### config.mk
export PLATFORM = sky130hd
export DESIGN_NAME = lockdet_top
export DESIGN_NICKNAME = d
export VERILOG_FILES = /design/src/rtl/lockdet_pkg.sv /design/src/rtl/lockdet_refmon.sv /design/src/rtl/lockdet_qual.sv /design/src/rtl/lockdet_gate.sv /design/src/rtl/lockdet_top.sv
export SDC_FILE = /design/constraint.sdc
export NUM_CORES = 1
export LEC_CHECK = 0
export BUFFER_PORTS_ARGS = -buffer_cell sky130_fd_sc_hd__clkbuf_2
export CORE_MARGIN = 4
export CORE_UTILIZATION = 35
export CTS_BUF_LIST = sky130_fd_sc_hd__clkbuf_16
export DETAILED_ROUTE_END_ITERATION = 12
export HOLD_SLACK_MARGIN = 0.03
export PLACE_DENSITY_LB_ADDON = 0.15
export SYNTH_ARGS = -nofsm -noshare
export SYNTH_HDL_FRONTEND = slang
export SYNTH_SLANG_ARGS = --single-unit
### constraint.sdc
create_clock -name clk -period 3.6 [get_ports clk]
set_clock_uncertainty 0.2 [all_clocks]
set_input_delay 0.54 -clock clk [delete_from_list [all_inputs] [get_ports clk]]
set_output_delay 0.54 -clock clk [all_outputs]
set_load 0.02 [all_outputs]
### src/rtl/lockdet_pkg.sv
package lockdet_pkg;
  typedef struct packed {
    logic       fine;
    logic [1:0] bias;
  } win_cfg_t;

  localparam int unsigned QUAL_CODES = 4;
endpackage

### src/rtl/lockdet_refmon.sv
module lockdet_refmon #(
  parameter int unsigned TICK_LEN   = 16,
  parameter int unsigned MISS_LIMIT = 4
) (
  input  logic clk,
  input  logic rst_n,
  input  logic ref_edge,
  output logic ref_lost
);
  localparam int unsigned TW = (TICK_LEN > 2) ? $clog2(TICK_LEN) : 1;
  localparam int unsigned MW = $clog2(MISS_LIMIT + 1);

  logic [TW-1:0] tick_cnt;
  logic          tick;
  logic          seen;
  logic [MW-1:0] miss;

  assign tick = (tick_cnt == TW'(TICK_LEN - 1));

  always_ff @(posedge clk or negedge rst_n) begin
    if (!rst_n) tick_cnt <= '0;
    else if (tick) tick_cnt <= '0;
    else tick_cnt <= tick_cnt + 1'b1;
  end

  // A period with an edge resets the miss run; an empty period extends it.
  always_ff @(posedge clk or negedge rst_n) begin
    if (!rst_n) begin
      seen <= 1'b0;
      miss <= '0;
    end else if (ref_edge) begin
      seen <= 1'b1;
      miss <= '0;
    end else if (tick) begin
      seen <= 1'b0;
      if (seen) miss <= '0;
      else if (miss != MW'(MISS_LIMIT)) miss <= miss + 1'b1;
    end
  end

  assign ref_lost = (miss == MW'(MISS_LIMIT));
endmodule

### src/rtl/lockdet_qual.sv
module lockdet_qual #(
  parameter int unsigned BASE_LOG2 = 10
) (
  input  logic       clk,
  input  logic       rst_n,
  input  logic       pfd_valid,
  input  logic       win_ok,
  input  logic [1:0] qual_sel,
  input  logic       clear,
  output logic       lock
);
  localparam int unsigned CNT_W = BASE_LOG2 + lockdet_pkg::QUAL_CODES;

  logic [CNT_W-1:0] run_cnt;
  logic [CNT_W-1:0] last_idx;
  logic [1:0]       sel_q;
  logic             sel_chg;

  assign last_idx = (CNT_W'(1) << (BASE_LOG2 + int'(qual_sel))) - CNT_W'(1);
  assign sel_chg  = (qual_sel != sel_q);

  always_ff @(posedge clk or negedge rst_n) begin
    if (!rst_n) sel_q <= 2'd1;
    else sel_q <= qual_sel;
  end

  always_ff @(posedge clk or negedge rst_n) begin
    if (!rst_n) begin
      run_cnt <= '0;
      lock    <= 1'b0;
    end else if (clear || sel_chg) begin
      run_cnt <= '0;
      lock    <= 1'b0;
    end else if (pfd_valid) begin
      if (!win_ok) begin
        run_cnt <= '0;
        lock    <= 1'b0;
      end else if (run_cnt >= last_idx) begin
        lock <= 1'b1;
      end else begin
        run_cnt <= run_cnt + 1'b1;
      end
    end
  end
endmodule

### src/rtl/lockdet_gate.sv
module lockdet_gate (
  input  logic lock,
  input  logic mute_on_unlock,
  input  logic rf_req,
  input  logic gate_bleed,
  input  logic bleed_req,
  output logic rf_out_en,
  output logic bleed_on
);
  always_comb begin
    rf_out_en = rf_req & (lock | ~mute_on_unlock);
    bleed_on  = bleed_req & (lock | ~gate_bleed);
  end
endmodule

### src/rtl/lockdet_top.sv
module lockdet_top #(
  parameter int unsigned BASE_LOG2 = 10,
  parameter int unsigned TICK_LEN  = 16
) (
  input  logic       clk,
  input  logic       rst_n,
  input  logic       pfd_valid,
  input  logic       win_ok,
  input  logic       ref_edge,
  input  logic [1:0] qual_sel,
  input  logic       lossdet_en,
  input  logic       cntr_hold,
  input  logic       synth_off,
  input  logic       mute_on_unlock,
  input  logic       rf_req,
  input  logic       bleed_req,
  input  logic       gate_bleed,
  input  logic       win_fine,
  input  logic [1:0] win_bias,
  output logic       lock,
  output logic       ref_lost,
  output logic       rf_out_en,
  output logic       bleed_on,
  output logic [2:0] win_cfg
);
  lockdet_pkg::win_cfg_t cfg;
  logic                  clear;

  lockdet_refmon #(.TICK_LEN(TICK_LEN), .MISS_LIMIT(4)) u_refmon (
    .clk(clk), .rst_n(rst_n), .ref_edge(ref_edge), .ref_lost(ref_lost)
  );

  assign clear = cntr_hold | synth_off | (lossdet_en & ref_lost);

  lockdet_qual #(.BASE_LOG2(BASE_LOG2)) u_qual (
    .clk(clk), .rst_n(rst_n), .pfd_valid(pfd_valid), .win_ok(win_ok),
    .qual_sel(qual_sel), .clear(clear), .lock(lock)
  );

  lockdet_gate u_gate (
    .lock(lock), .mute_on_unlock(mute_on_unlock), .rf_req(rf_req),
    .gate_bleed(gate_bleed), .bleed_req(bleed_req),
    .rf_out_en(rf_out_en), .bleed_on(bleed_on)
  );

  assign cfg.fine = win_fine;
  assign cfg.bias = win_bias;
  assign win_cfg  = cfg;
endmodule

Word-level counts from Yosys, hierarchy flattened
Index checks and enable logic that the tools add are counted.
{"block": "totals", "ff_bits": 25, "input_bits": 17, "out_inout_bits": 7, "elab_cells": 50}
{"block": "op_classes", "addsub": 5, "order_cmp": 1, "n_eq_ne": 6, "n_shift": 1, "mux": 15, "n_bitwise": 9, "n_reduce_logical": 7}
{"cell": "two-way mux 14 bit", "n": 4}
{"cell": "left shift 1 x 32 -> 14 bit, first input constant", "n": 1}
{"cell": "adder 14 x 1 -> 14 bit, second input constant", "n": 1}
{"cell": ">= comparator 14 bit", "n": 1}
{"cell": "subtractor 14 x 2 -> 14 bit, second input constant", "n": 1}
{"cell": "two-way mux 3 bit", "n": 4}
{"cell": "two-way mux 1 bit", "n": 6}
{"cell": "AND reduction 2 bit", "n": 3}
{"cell": "adder 4 x 2 -> 5 bit, first input constant", "n": 1}
{"cell": "adder 4 x 1 -> 4 bit, second input constant", "n": 1}
{"cell": "equality test 4 bit, second input constant", "n": 1}
{"cell": "two-way mux 4 bit", "n": 1}
{"cell": "OR 1 bit", "n": 4}
{"cell": "nonzero test 2 bit", "n": 2}
{"cell": "adder 3 x 1 -> 3 bit, second input constant", "n": 1}
{"cell": "AND 1 bit", "n": 3}
{"cell": "equality test 3 bit, second input constant", "n": 1}
{"cell": "inequality test 3 x 1 -> 1 bit, second input constant", "n": 1}
{"cell": "inequality test 3 x 2 -> 1 bit, second input constant", "n": 1}
{"cell": "inequality test 3 bit, second input constant", "n": 1}
{"cell": "nonzero test 3 bit", "n": 1}
{"cell": "inequality test 2 bit", "n": 1}
{"cell": "NOT 1 bit", "n": 2}
{"cell": "logical OR 1 bit", "n": 1}

Depth between registers and ports, before layout
{"block": "logic_depth", "depth_word": 8, "ltp_mapped": 10, "ltp_nobuf": 7}

Cells and area by module
Synthesis repeated with hierarchy kept, for this count alone.
{"block": "unflattened", "hier_cells": 182, "hier_area_um2": 1685.4}
{"mod": "lockdet_qual", "instances": 1, "cells_each": 139, "area_per_inst_um2": 1241.2, "seq_area_each_um2": 426.7}
{"mod": "lockdet_refmon", "instances": 1, "cells_each": 36, "area_per_inst_um2": 394.1, "seq_area_each_um2": 200.2}
{"mod": "lockdet_top", "instances": 1, "cells_each": 4, "area_per_inst_um2": 31.3, "seq_area_each_um2": 0.0}
{"mod": "lockdet_gate", "instances": 1, "cells_each": 3, "area_per_inst_um2": 18.8, "seq_area_each_um2": 0.0}

Least setup slack after synthesis
Ideal clock, no wire load.
{"block": "synth_path", "path_type": "input to register", "start": "input qual_sel[1]", "end": "register u_qual.run_cnt[11]", "setup_time_ns": 0.078, "t_arrival_ns": 2.209, "required_time_ns": 3.322, "slack_ns": 1.114, "cell_stages": 8, "path_buffers": 1, "path_cell_list": "inv_1 > ha_1 > a211oi_2 > nor2_1 > or3_1 > buf_2 > or4_1 > a21oi_1"}
{"block": "synth_between", "elab_chain_cells": 6, "word_cells_on_any_way": 10, "classes_between": "add/sub: 2; order compare: 1; eq/ne: 2; shift: 1; mux: 1; reduce/logical: 3"}
{"element": "start, declared", "line": "lockdet_top.sv:10", "source": "input logic [1:0] qual_sel,"}
{"element": "adder 4 x 2 -> 5 bit", "line": "lockdet_qual.sv:19", "source": "assign last_idx = (CNT_W'(1) << (BASE_LOG2 + int'(qual_sel))) - CNT_W'(1);"}
{"element": "left shift 1 x 32 -> 14 bit", "line": "lockdet_qual.sv:19"}
{"element": "subtractor 14 x 2 -> 14 bit", "line": "lockdet_qual.sv:19"}
{"element": ">= comparator 14 bit", "line": "lockdet_qual.sv:38", "source": "end else if (run_cnt >= last_idx) begin"}
{"element": "inequality test 3 x 2 -> 1 bit (no source line)"}
{"element": "AND reduction 2 bit (no source line)"}
{"element": "end signal, assigned", "line": "lockdet_qual.sv:41", "source": "run_cnt <= run_cnt + 1'b1;"}
{"element": "end, declared", "line": "lockdet_qual.sv:14", "source": "logic [CNT_W-1:0] run_cnt;"}
Several ways; a longest one is shown, not always the timed one.
A chain may end at the register's enable or synchronous reset.

Worst setup path after layout
{"block": "layout_path", "start": "input qual_sel[1]", "end": "register u_qual.run_cnt[13]"}
Same word-level chain as after synthesis.

==> run metrics <==
pre-CTS WS 0.567 ns; most frequent cells in the layout dfrtp_1, clkbuf_2, a21oi_1, nor2_1, o21ai_0; worst setup margin 0.825 ns; Max Clk Rate 0.360 GHz; Buffers on Ports 17; slew margin rel. 0.427; Worst EP required 3.58 ns; Tot Pwr 0.564 mW; Pwr per Cell Area 346 mW/mm^2; crit path capture type flop; via count 1170; syn avg cell area 9.43 sq um; clock root cell clkbuf_16; hold_buf cts 0; Yosys warning total 0; # diodes 0; MaxCap Viol Count 0; initial drt markers 48; H-tree depth 1; Tightest Pin Transition 0.859 ns; fin nets 195; sw power 0.120 mW; Synth cell types 37; peak fanout along the critical path 27; TritonCTS clock tree done; origin of the worst setup path qual_sel[1]; # setup viols final 0; syn_nets 182; Final Wtd Congestion 0.783; Synth Instances 156; first-pass GRT wire length 5.30 mm; clock sink total 25; routed wire length 3.02 mm; ANT nets after route 0; GR Overflow Total 0; sequential element share of the synthesized area 0.426; Detail Placement HPWL 2.20 mm; via/cell ratio 5.37; RSZ-0062 raised after global routing false; initial core utilization 0.365; final hold violations 0; Leak 0.702 nW; postcts setup bufs 0; vias in the first global route 1163; Slew Limit Fails 0; clock buffer depth 2; drt first pass iters 4; startpoint types primary input; post_cts resized 0; P_int 0.444 mW; setup tns final 0 ns; Clock Power Share 0.441; Skew-Pair Late Insertion Delay 0.26 ns; CTS clock-pin slew for the worst setup and hold paths 0.06 ns; critical path class primary input to flop; Sw Ratio 0.212; io pins 24; Die Wd 72.8 um; Gate power share 0.055; core outline area 0.00403 sq mm; chip height 72.8 um; GRT Overall Usage 0.128; number of buffers created by CTS 3; Synth Register Bits 25; DRC Markers 0; share of layout cells above drive strength 1 0.155; Tmin final 2.77 ns; Synth area leader dfrtp_1; worst path arrival time 2.75 ns; status finished clean; most common library cell in the layout ignoring fill and taps dfrtp_1; HP Class primary input to async pin; Routed WL per cell 13.8 um; sequential power share 0.504; top cells by area, synth dfrtp_1, ha_1, a21oi_1; Tcrit/Tclk final 0.771; initial antenna violation count 0; largest net degree at the start of global routing 28; Die ar. 0.00531 sq mm; area delta synth->final 10.9%; R2R Path Start u_qual.run_cnt[11]; Yosys top cell area share 0.408; Worst IR Drop VDD 0.000168 V; row count 23; Post-Syn Area 0.00147 sq mm
==> flip-flops by register name, indices dropped and copies added, names as in the netlist <==
register           flops
u_qual.lock            1
u_qual.sel_q           2
u_refmon.miss          3
u_qual.run_cnt        14
u_refmon.seen          1
u_refmon.tick_cnt      4
==> logic make-up after synthesis <==
| group | synth area share |
|---|---|
| other | 0.00510 |
| buffers and inverters | 0.0689 |
| AO/OA/AOI/OAI | 0.187 |
| multiplexers | 0.00680 |
| adder cells (fa/ha/maj) | 0.0765 |
| XOR/XNOR | 0.0179 |
| flip-flops | 0.426 |
| AND/OR/NAND/NOR | 0.212 |
==> layer usage <==
layer | wire (um) | GRT usage
met5 | 0 | 0
met4 | 22 | 0.0451
met3 | 118 | 0.0248
met2 | 1430 | 0.204
met1 | 1450 | 0.173
==> power by group through the flow <==
stage	clock, mW	combinational, mW	sequential (mW)
after global routing	0.268	0.0361	0.284
after detailed placement	0	0.0320	0.290
after global placement	0	0.0310	0.290
after floorplan	0	0.0192	0.289
final	0.248	0.0311	0.284
after CTS	0.259	0.0321	0.284
==> through the flow <==
step | utilization | instance area [sq um] | instances | hold slack, ns
5_1_grt | 0.405 | 1630 | 218 | 0.165
3_5_place_dp | 0.385 | 1550 | 214 | 0.298
4_1_cts | 0.405 | 1630 | 218 | 0.118
6_report | 0.405 | 1630 | 218 | 0.0934
3_3_place_gp | 0.385 | 1550 | 214 | 0.270
2_1_floorplan | - | 1470 | 156 | 0.0444
==> cells in the mapped netlist, drive strengths merged <==
cell and count:
ha 9, and3 3, dlygate4sd1 1, a21o 1
o31ai 7, nand4b 1, or2 1, nor2 10
or3 5, a21boi 2, a31oi 3, nor3 3
o2111ai 3, nand2b 2, dfrtp 24, a21oi 14
o211ai 1, nand4 6, o21ai 10, o21bai 1
nand3 7, mux2i 1, inv 9, buf 8
conb 2, a22oi 1, xnor2 2, and2b 1
or4 8, xor2 1, dfstp 1, a211oi 1
nand2 6, nor4 1
==> cell type report <==
class,instances,area [sq um]
clock inverter,1,5.00
timing repair buffer,17,85.1
multi-input combinational,113,743
tap,50,62.6
fill,412,2400
clock buffer,3,75.1
inverter,9,33.8
sequential,25,627
==> critical path, stage by stage <==
cell and delay, ns:
clkbuf_2 0.13, inv_1 0.06, ha_1 0.30, a211oi_2 0.18, nor2_1 0.08, or3_1 0.69
or4_1 0.60, a21oi_1 0.17
==> path summary, 6_finish.rpt <==
kind | endpoint | slack [ns] | cells after the start
max in group asynchronous | u_qual.sel_q[1] | 2.69 | 1
worst min-delay path | u_qual.run_cnt[3] | 0.09 | 1
min in group clk | u_qual.sel_q[0] | 0.21 | 1
worst min register to register | u_refmon.tick_cnt[0] | 0.31 | 1
worst max-delay path | u_qual.run_cnt[13] | 0.83 | 8
worst max register to register | u_qual.run_cnt[13] | 0.84 | 6
No activity file was read; power rests on OpenSTA's default activity.
